==> config.mk <==
export PLATFORM = sky130hd
export DESIGN_NAME = dll_init_seq
export DESIGN_NICKNAME = d
export VERILOG_FILES = /design/src/rtl/dll_seq_pkg.sv /design/src/rtl/dll_seq_timing_reg.sv /design/src/rtl/dll_seq_counter.sv /design/src/rtl/dll_seq_ctrl.sv /design/src/rtl/dll_init_seq.sv
export SDC_FILE = /design/constraint.sdc
export NUM_CORES = 1
export LEC_CHECK = 0
export ABC_AREA = 1
export BUFFER_PORTS_ARGS = -buffer_cell sky130_fd_sc_hd__buf_2
export CAP_MARGIN = 20
export CORE_AREA = 2 2 88 99
export DETAILED_ROUTE_END_ITERATION = 8
export DIE_AREA = 0 0 90 101
export PLACE_DENSITY = 0.72
export SYNTH_ARGS = -nofsm -noshare
export SYNTH_HDL_FRONTEND = slang
export SYNTH_SLANG_ARGS = --single-unit
==> constraint.sdc <==
create_clock -name clk_i -period 2 [get_ports clk_i]
set_clock_uncertainty 0.05 [all_clocks]
set_input_delay 0.1 -clock clk_i [delete_from_list [all_inputs] [get_ports clk_i]]
set_output_delay 0.1 -clock clk_i [all_outputs]
set_load 0.05 [all_outputs]
==> src/rtl/dll_seq_pkg.sv <==
package dll_seq_pkg;
  localparam int REG_W   = 32;
  localparam int DRST_W  = 6;
  localparam int LOCK_W  = 12;
  localparam int ITM_W   = 4;
  localparam int TIMES_W = DRST_W + LOCK_W + ITM_W;
  localparam int CNT_W   = LOCK_W;
  localparam logic [REG_W-1:0] REG_RST = 32'h0022_AF9B;

  // packed order matches register layout: drst at lsb
  typedef struct packed {
    logic [ITM_W-1:0]  itm;
    logic [LOCK_W-1:0] lock;
    logic [DRST_W-1:0] drst;
  } seq_times_t;

  typedef enum logic [1:0] {
    ST_IDLE = 2'd0,
    ST_DRST = 2'd1,
    ST_LOCK = 2'd2,
    ST_ITM  = 2'd3
  } seq_state_e;

  // length-1 with zero clamped to one cycle
  function automatic logic [CNT_W-1:0] len_to_load(input logic [CNT_W-1:0] len);
    return (len == '0) ? '0 : len - 1'b1;
  endfunction
endpackage

==> src/rtl/dll_seq_timing_reg.sv <==
module dll_seq_timing_reg
  import dll_seq_pkg::*;
#(
  parameter int                REG_WIDTH = REG_W,
  parameter logic [REG_W-1:0]  RST_VAL   = REG_RST
) (
  input  logic                 clk_i,
  input  logic                 rst_ni,
  input  logic                 we_i,
  input  logic [REG_WIDTH-1:0] wdata_i,
  output logic [REG_WIDTH-1:0] rdata_o,
  output seq_times_t           times_o
);
  localparam int PAD_W = REG_WIDTH - TIMES_W;

  seq_times_t times_q;
  logic [PAD_W-1:0] unused_hi;

  assign unused_hi = wdata_i[REG_WIDTH-1:TIMES_W];

  always_ff @(posedge clk_i or negedge rst_ni) begin
    if (!rst_ni) begin
      times_q <= seq_times_t'(RST_VAL[TIMES_W-1:0]);
    end else if (we_i) begin
      times_q <= seq_times_t'(wdata_i[TIMES_W-1:0]);
    end
  end

  assign times_o = times_q;
  assign rdata_o = {{PAD_W{1'b0}}, times_q};
endmodule

==> src/rtl/dll_seq_counter.sv <==
module dll_seq_counter #(
  parameter int W = 12
) (
  input  logic         clk_i,
  input  logic         rst_ni,
  input  logic         load_i,
  input  logic [W-1:0] load_val_i,
  output logic         zero_o
);
  logic [W-1:0] cnt_q;

  always_ff @(posedge clk_i or negedge rst_ni) begin
    if (!rst_ni) begin
      cnt_q <= '0;
    end else if (load_i) begin
      cnt_q <= load_val_i;
    end else if (cnt_q != '0) begin
      cnt_q <= cnt_q - 1'b1;
    end
  end

  assign zero_o = (cnt_q == '0);
endmodule

==> src/rtl/dll_seq_ctrl.sv <==
module dll_seq_ctrl
  import dll_seq_pkg::*;
#(
  parameter int CW = CNT_W
) (
  input  logic          clk_i,
  input  logic          rst_ni,
  input  logic          start_i,
  input  seq_times_t    times_i,
  input  logic          cnt_zero_i,
  output logic          load_o,
  output logic [CW-1:0] load_val_o,
  output logic          dll_srst_o,
  output logic          itm_srst_o,
  output logic          dll_ready_o,
  output logic          busy_o,
  output logic          done_o
);
  seq_state_e        state_q, state_d;
  logic [LOCK_W-1:0] lock_snap_q;
  logic [ITM_W-1:0]  itm_snap_q;
  logic              ready_q, done_q;
  logic              accept;

  assign accept = (state_q == ST_IDLE) && start_i;

  always_comb begin
    state_d    = state_q;
    load_o     = 1'b0;
    load_val_o = '0;
    unique case (state_q)
      ST_IDLE: if (start_i) begin
        state_d    = ST_DRST;
        load_o     = 1'b1;
        load_val_o = len_to_load(CW'(times_i.drst));
      end
      ST_DRST: if (cnt_zero_i) begin
        state_d    = ST_LOCK;
        load_o     = 1'b1;
        load_val_o = len_to_load(CW'(lock_snap_q));
      end
      ST_LOCK: if (cnt_zero_i) begin
        state_d    = ST_ITM;
        load_o     = 1'b1;
        load_val_o = len_to_load(CW'(itm_snap_q));
      end
      ST_ITM: if (cnt_zero_i) begin
        state_d = ST_IDLE;
      end
      default: state_d = ST_IDLE;
    endcase
  end

  always_ff @(posedge clk_i or negedge rst_ni) begin
    if (!rst_ni) begin
      state_q     <= ST_IDLE;
      lock_snap_q <= '0;
      itm_snap_q  <= '0;
      ready_q     <= 1'b0;
      done_q      <= 1'b0;
    end else begin
      state_q <= state_d;
      done_q  <= (state_q == ST_ITM) && cnt_zero_i;
      if (accept) begin
        lock_snap_q <= times_i.lock;
        itm_snap_q  <= times_i.itm;
      end
      if (accept) begin
        ready_q <= 1'b0;
      end else if ((state_q == ST_LOCK) && cnt_zero_i) begin
        ready_q <= 1'b1;
      end
    end
  end

  assign dll_srst_o  = (state_q == ST_DRST);
  assign itm_srst_o  = (state_q == ST_ITM);
  assign busy_o      = (state_q != ST_IDLE);
  assign dll_ready_o = ready_q;
  assign done_o      = done_q;
endmodule

==> src/rtl/dll_init_seq.sv <==
module dll_init_seq
  import dll_seq_pkg::*;
#(
  parameter int DATA_W = REG_W,
  parameter int CW     = CNT_W
) (
  input  logic              clk_i,
  input  logic              rst_ni,
  input  logic              cfg_we_i,
  input  logic [DATA_W-1:0] cfg_wdata_i,
  output logic [DATA_W-1:0] cfg_rdata_o,
  input  logic              start_i,
  output logic              dll_srst_o,
  output logic              itm_srst_o,
  output logic              dll_ready_o,
  output logic              busy_o,
  output logic              done_o
);
  seq_times_t    times;
  logic          cnt_load, cnt_zero;
  logic [CW-1:0] cnt_load_val;

  dll_seq_timing_reg #(.REG_WIDTH(DATA_W), .RST_VAL(REG_RST)) u_reg (
    .clk_i   (clk_i),
    .rst_ni  (rst_ni),
    .we_i    (cfg_we_i),
    .wdata_i (cfg_wdata_i),
    .rdata_o (cfg_rdata_o),
    .times_o (times)
  );

  dll_seq_counter #(.W(CW)) u_cnt (
    .clk_i      (clk_i),
    .rst_ni     (rst_ni),
    .load_i     (cnt_load),
    .load_val_i (cnt_load_val),
    .zero_o     (cnt_zero)
  );

  dll_seq_ctrl #(.CW(CW)) u_ctrl (
    .clk_i       (clk_i),
    .rst_ni      (rst_ni),
    .start_i     (start_i),
    .times_i     (times),
    .cnt_zero_i  (cnt_zero),
    .load_o      (cnt_load),
    .load_val_o  (cnt_load_val),
    .dll_srst_o  (dll_srst_o),
    .itm_srst_o  (itm_srst_o),
    .dll_ready_o (dll_ready_o),
    .busy_o      (busy_o),
    .done_o      (done_o)
  );
endmodule

==> results.sh, run 1 <==
export IMPL_crit_arrival_ns=2.00
export IMPL_avgSynthCellArea_um2=7.411
export IMPL_io_buffer_count=52
export IMPL_syn_area_um2=3172
export IMPL_h_tree_depth=2
export IMPL_cp_start_kind="flip-flop"
export IMPL_tns_ns=0
export IMPL_drive_gt1_share_pct=18.90
export IMPL_fin_crit_sh_pct=90.27
export IMPL_powerDensity_nw_per_um2=1222
export IMPL_crit_type="flip-flop to flip-flop"
export IMPL_setup_viol=0
export IMPL_io_pins=73
export IMPL_cts_root_buf="clkbuf_8"
export IMPL_synth_distinct_cells=29
export IMPL_holdCritPathClass="input port to flip-flop"
export IMPL_drtIter0Drc=156
export IMPL_via_per_inst=4.701
export IMPL_die_w_um=90
export IMPL_drt_pass1_iterations=4
export IMPL_syn_inst=428
export IMPL_dp_final_hpwl_um=5326
export IMPL_grt_pass1_vias=2791
export IMPL_gp_congestion=0.8849
export IMPL_grt_pass1_wl_um=12140
export IMPL_dieArea_um2=9090
export IMPL_rsz0062_at_grt="no"
export IMPL_ys_seq_elements=54
export IMPL_via_count=2910
export IMPL_worst_slew_pin_slew_ns=0.5853
export IMPL_maxSlewViolCount=0
export IMPL_drv_cap=0
export IMPL_yosysWarnings=0
export IMPL_coreArea_um2=8145
export IMPL_place_inst=588
export IMPL_layout_nets=554
export IMPL_critPathRequiredTime_ns=2.20
export IMPL_hold_slack_ns=0.1468
export IMPL_grt_max_degree=45
export IMPL_mostFrequentLayoutCells="109 x nand2_1, 55 x inv_1, 54 x nor2_1, 54 x o21ai_0, 52 x buf_2"
export IMPL_wl_um=7142
export IMPL_initial_core_util_pct=38.94
export IMPL_setup_worst_path_end_class="flip-flop"
export IMPL_clk_latency_ns=0.31
export IMPL_fmax_mhz=553.9
export IMPL_period_minus_slack_ns=1.805
export IMPL_rows=35
export IMPL_cts_sink_count=54
export IMPL_antenna_found_initial=0
export IMPL_fp_dieH_um=101
export IMPL_fill_cells=810
export IMPL_grt_ovfl_total=0
export IMPL_n_antenna_cell=0
export IMPL_multi_input_area_um2=1504
export IMPL_cts_made_buffers=5
export IMPL_worstPathMaxFanout=7
export IMPL_tritoncts="done"
export IMPL_drc=0
export IMPL_final_common_cell="nand2_1"
export IMPL_clock_path_buffers=2
export IMPL_stdcell_count=619
export IMPL_irDropWorstVdd_uv=622.4
export IMPL_fin_util_pct=47.67
export IMPL_wl_per_cell_um=11.54
export IMPL_r2r_setup_slack_ns=0.19
export IMPL_clk_pin_slew_ns=0.10
export IMPL_ys_seq_area_share_pct=43.12
export IMPL_cts_setup_buffers=0
export IMPL_seqCellArea_um2=1368
export IMPL_antenna_left=0
export IMPL_synthToLayoutAreaGrowth_pct=22.41
export IMPL_p_leak_uw=0.001959
export IMPL_outcome="complete, no violations"
export IMPL_hold_viol=0
export IMPL_grtUsageTotal_pct=16.18
export IMPL_slew_headroom_pct=60.98
## sequential cells by signal, indices dropped and copies added (netlist names)
signal / count
u_ctrl.itm_snap_q: 4
u_reg.rdata_o: 22
u_ctrl.lock_snap_q: 12
u_cnt.cnt_q: 12
u_ctrl.done_o: 1
u_ctrl.state_q: 2
u_ctrl.dll_ready_o: 1
## synth_stat cells
cell	instances	area, um^2
a21oi_1	9	45.04
a21oi_2	1	8.760
a31o_2	1	8.760
a31oi_1	1	6.260
buf_12	1	20.02
buf_4	10	75.07
clkbuf_1	8	30.03
clkinv_4	1	8.760
conb_1	1	3.750
dfrtp_1	41	1026
dfstp_2	13	341.6
ha_1	11	137.6
inv_1	56	210.2
nand2_1	109	409.1
nand2_2	3	18.77
nand2_4	1	11.26
nand3_1	17	85.08
nand3_2	2	20.02
nand4_1	5	31.28
nor2_1	57	214.0
nor2_2	2	12.51
nor2_4	1	11.26
nor3_1	8	40.04
o21a_1	1	7.510
o21ai_0	54	270.3
o22ai_1	1	6.260
o31ai_1	1	7.510
xnor2_1	2	17.52
xor2_1	10	87.58
## path summary, 6_finish.rpt
path                                   start           endpoint  depth (start not counted)
setup / recovery           u_ctrl.state_q[1]     u_cnt.cnt_q[5]                         10
hold / removal                       start_i  u_ctrl.state_q[0]                          3
setup reg to reg           u_ctrl.state_q[1]     u_cnt.cnt_q[5]                         10
hold reg to reg            u_reg.rdata_o[21]  u_reg.rdata_o[21]                          2
max in group asynchronous             rst_ni   u_reg.rdata_o[4]                          3
min in group asynchronous             rst_ni   u_reg.rdata_o[6]                          2
## where the power goes
group          switching [uW]  internal, uW
logic                    1500           758
registers                 302          1440
clock network             368           374
total                    2170          2570
## stage by stage
| step | cell area, um^2 | setup WS, ns | total power, uW |
|---|---|---|---|
| 5_1_grt | 3882 | 0.02770 | 5137 |
| 3_3_place_gp | 3532 | 0.1383 | 3876 |
| 2_1_floorplan | 3206 | 0.2922 | 3465 |
| 3_5_place_dp | 3532 | 0.1025 | 3955 |
| 6_report | 3882 | 0.1947 | 4744 |
| 4_1_cts | 3872 | 0.08731 | 4744 |
## area by class of cell
type                            instances  share of cell area [%]
Timing Repair Buffer                   82                   13.99
Clock inverter                          2                  0.9668
Tap cell                              111                   3.577
Inverter                               57                   5.640
Multi-Input combinational cell        307                   38.74
Sequential cell                        54                   35.22
Clock buffer                            6                   1.869
## logic make-up after synthesis
family	after synthesis	share of synthesized area (%)
and+or+nand+nor	205	26.90
buffers and inverters	76	10.85
AOI/OAI and AO/OA	69	11.36
xor gates and xnor gates	12	3.314
DFF	54	43.12
adders and majority gates	11	4.339
other	1	0.1182
## routing by layer
| metal | GRT usage (%) | vias up | wire length [um] |
|---|---|---|---|
| met5 | 0 | - | 0 |
| met4 | 4.852 | 0 | 95 |
| met3 | 2.618 | 10 | 305 |
| met2 | 30.25 | 70 | 3662 |
| met1 | 19.16 | 1351 | 3079 |
| li1 | - | 1479 | - |
## critical path, stage by stage (launching register included)
cell     delay (ns)
dfrtp_1        0.44
inv_1          0.12
ha_1           0.21
nand2_2        0.09
inv_1          0.06
nand2_1        0.13
a21oi_1        0.18
o21ai_0        0.18
nand2_1        0.12
nor2_1         0.05
nor2_1         0.09
## timing repair
item,in CTS,in global routing
hold buffers,23,0
endpoints found under the setup margin,0,10
resized for setup,0,5
endpoints found under the hold margin,39,0
(Power assumes the default switching activity.)
==> run 2, diff against run 1 <==
- RECOVER_POWER: default -> 100
==> run 2 against run 1 <==
Worst setup slack got worse by 0.0088 ns; register-to-register slack about the same; sequential share of layout area rose by 0.44 points; maximum frequency down 0.48%; clock power about the same; first-iteration DRC count decreased by 0.64%; utilization shrank 0.58 points; cell area shrank 1.2%; total power decreased by 0.69%; sequential cell count stayed put.
==> results.sh, run 2 (same netlist as run 1, synthesis figures left out) <==
export IMPL_outcome="complete, no violations"
export IMPL_cp_start_kind="flip-flop"
export IMPL_cts_made_buffers=5
export IMPL_period_minus_slack_ns=1.814
export IMPL_critPathTopFamily="simple AND/OR/NAND/NOR gates"
export IMPL_grt_ovfl_total=0
export IMPL_layout_nets=554
export IMPL_maxSlewViolCount=0
export IMPL_fp_dieH_um=101
export IMPL_io_buffer_count=52
export IMPL_cts_setup_buffers=0
export IMPL_maxUsedRoutingLayer="met4"
export IMPL_crit_type="flip-flop to flip-flop"
export IMPL_irDropWorstVdd_uv=622.1
export IMPL_drt_pass1_iterations=4
export IMPL_reg2reg_from="u_ctrl.state_q[1]"
export IMPL_coreArea_um2=8145
export IMPL_via_count=2879
export IMPL_slowest_stage="dfrtp_1"
export IMPL_drv_cap=0
export IMPL_clock_path_buffers=2
export IMPL_cts_root_buf="clkbuf_8"
export IMPL_h_tree_depth=2
export IMPL_holdCritPathClass="input port to flip-flop"
export IMPL_slew_headroom_pct=38.93
export IMPL_worstPathMaxFanout=7
export IMPL_cpPeakStageDelay_ns=0.44
export IMPL_setup_viol=0
export IMPL_critPathRequiredTime_ns=2.20
export IMPL_r2r_cells=10
export IMPL_tritoncts="done"
export IMPL_mostFrequentLayoutCells="109 x nand2_1, 55 x inv_1, 54 x nor2_1, 54 x o21ai_0, 41 x dfrtp_1"
export IMPL_dpl_worst_slack_ns=0.1025
export IMPL_fmax_mhz=551.2
export IMPL_synthToLayoutAreaGrowth_pct=20.91
export IMPL_gp_congestion=0.8849
export IMPL_cp_depth=10
export IMPL_worstSetupStartpoint="u_ctrl.state_q[1]"
export IMPL_wl_per_cell_um=11.48
export IMPL_critical_path_buf_inv_count=2
export IMPL_cp_cell_sequence="inv_1, ha_1, nand2_2, inv_1, nand2_1, a21oi_1, o21ai_0, nand2_1, nor2_1, nor2_1"
export IMPL_drive_gt1_share_pct=12.40
export IMPL_tns_ns=0
export IMPL_largest_reg_flops=22
export IMPL_clk_latency_ns=0.31
export IMPL_p_leak_uw=0.001868
export IMPL_hold_slack_ns=0.1473
export IMPL_grt_pass1_wl_um=12140
export IMPL_grt_max_degree=45
export IMPL_grt_pass1_vias=2791
export IMPL_met1_length_um=3132
export IMPL_fin_util_pct=47.08
export IMPL_via_per_inst=4.651
export IMPL_setup_worst_path_end_class="flip-flop"
export IMPL_routed_wl_met3_um=223
export IMPL_antenna_left=0
export IMPL_crit_arrival_ns=2.01
export IMPL_dp_final_hpwl_um=5326
export IMPL_dieArea_um2=9090
export IMPL_initial_core_util_pct=38.94
export IMPL_final_common_cell="nand2_1"
export IMPL_r2r_end="u_cnt.cnt_q[5]"
export IMPL_drtIter0Drc=155
export IMPL_worst_slew_pin_slew_ns=0.9161
export IMPL_worst_slack_ns=0.1859
export IMPL_r2r_setup_slack_ns=0.19
export IMPL_rsz0062_at_grt="no"
export IMPL_io_pins=73
export IMPL_powerDensity_nw_per_um2=1229
export IMPL_grtUsageTotal_pct=16.18
export IMPL_fill_cells=825
export IMPL_cp_endpoint="u_cnt.cnt_q[5]"
export IMPL_fin_crit_sh_pct=90.71
export IMPL_cts_sink_count=54
export IMPL_die_w_um=90
export IMPL_antenna_found_initial=0
export IMPL_seqCellArea_um2=1368
export IMPL_hold_viol=0
export IMPL_drc=0
export IMPL_rows=35
export IMPL_wl_met2_um=3618
export IMPL_n_antenna_cell=0
export IMPL_wl_um=7105
export IMPL_power_uw=4711
export IMPL_multi_input_area_um2=1504
export IMPL_clk_pin_slew_ns=0.10
==> run 2: worst min-delay path by stage <==
stage | start | to | slack [ns] | cells after the start
CTS | start_i | u_ctrl.state_q[0] | 0.15 | 3
global route | start_i | u_ctrl.state_q[0] | 0.16 | 3
finish | start_i | u_ctrl.state_q[0] | 0.15 | 3
floorplan | rst_ni | u_cnt.cnt_q[0] | -0.25 | 0
detailed placement | rst_ni | u_reg.rdata_o[6] | -0.005 | 1
global placement | rst_ni | u_reg.rdata_o[6] | -0.002 | 1
==> run 2: area by class of cell <==
| type | instances | area share (%) |
|---|---|---|
| multi-input combinational | 307 | 39.22 |
| sequential | 54 | 35.66 |
| timing repair buffer | 82 | 12.99 |
| inverter | 57 | 5.644 |
| tap | 111 | 3.622 |
| clock buffer | 6 | 1.892 |
| clock inverter | 2 | 0.9788 |
==> run 2: layer usage <==
layer / up-vias / global-route usage, %
li1: 1481 / -
met3: 13 / 2.618
met2: 61 / 30.25
met5: - / 0
met1: 1324 / 19.16
met4: 0 / 4.852
==> run 2: where the power goes <==
group / internal (uW) / leakage (uW) / switching [uW]
registers: 1440 / 0.000645 / 302
clock network: 374 / 0.0000514 / 366
logic: 730 / 0.00117 / 1500
total: 2540 / 0.00187 / 2170
==> run 2: worst min-delay path, stage by stage <==
cell and delay (ns):
buf_2 0.10, o22ai_1 0.12, a21oi_1 0.15
==> run 2: repair_timing <==
action	CTS	global route
hold buffers	23	0
hold endpoints to repair	39	0
gates resized for setup	0	5
setup endpoints to repair	0	10
==> run 2: stage by stage <==
| stage | instances | instance area, um^2 |
|---|---|---|
| detailed placement | 588 | 3532 |
| finish | 619 | 3835 |
| global placement | 588 | 3532 |
| global route | 619 | 3835 |
| CTS | 619 | 3872 |
| floorplan | 437 | 3206 |
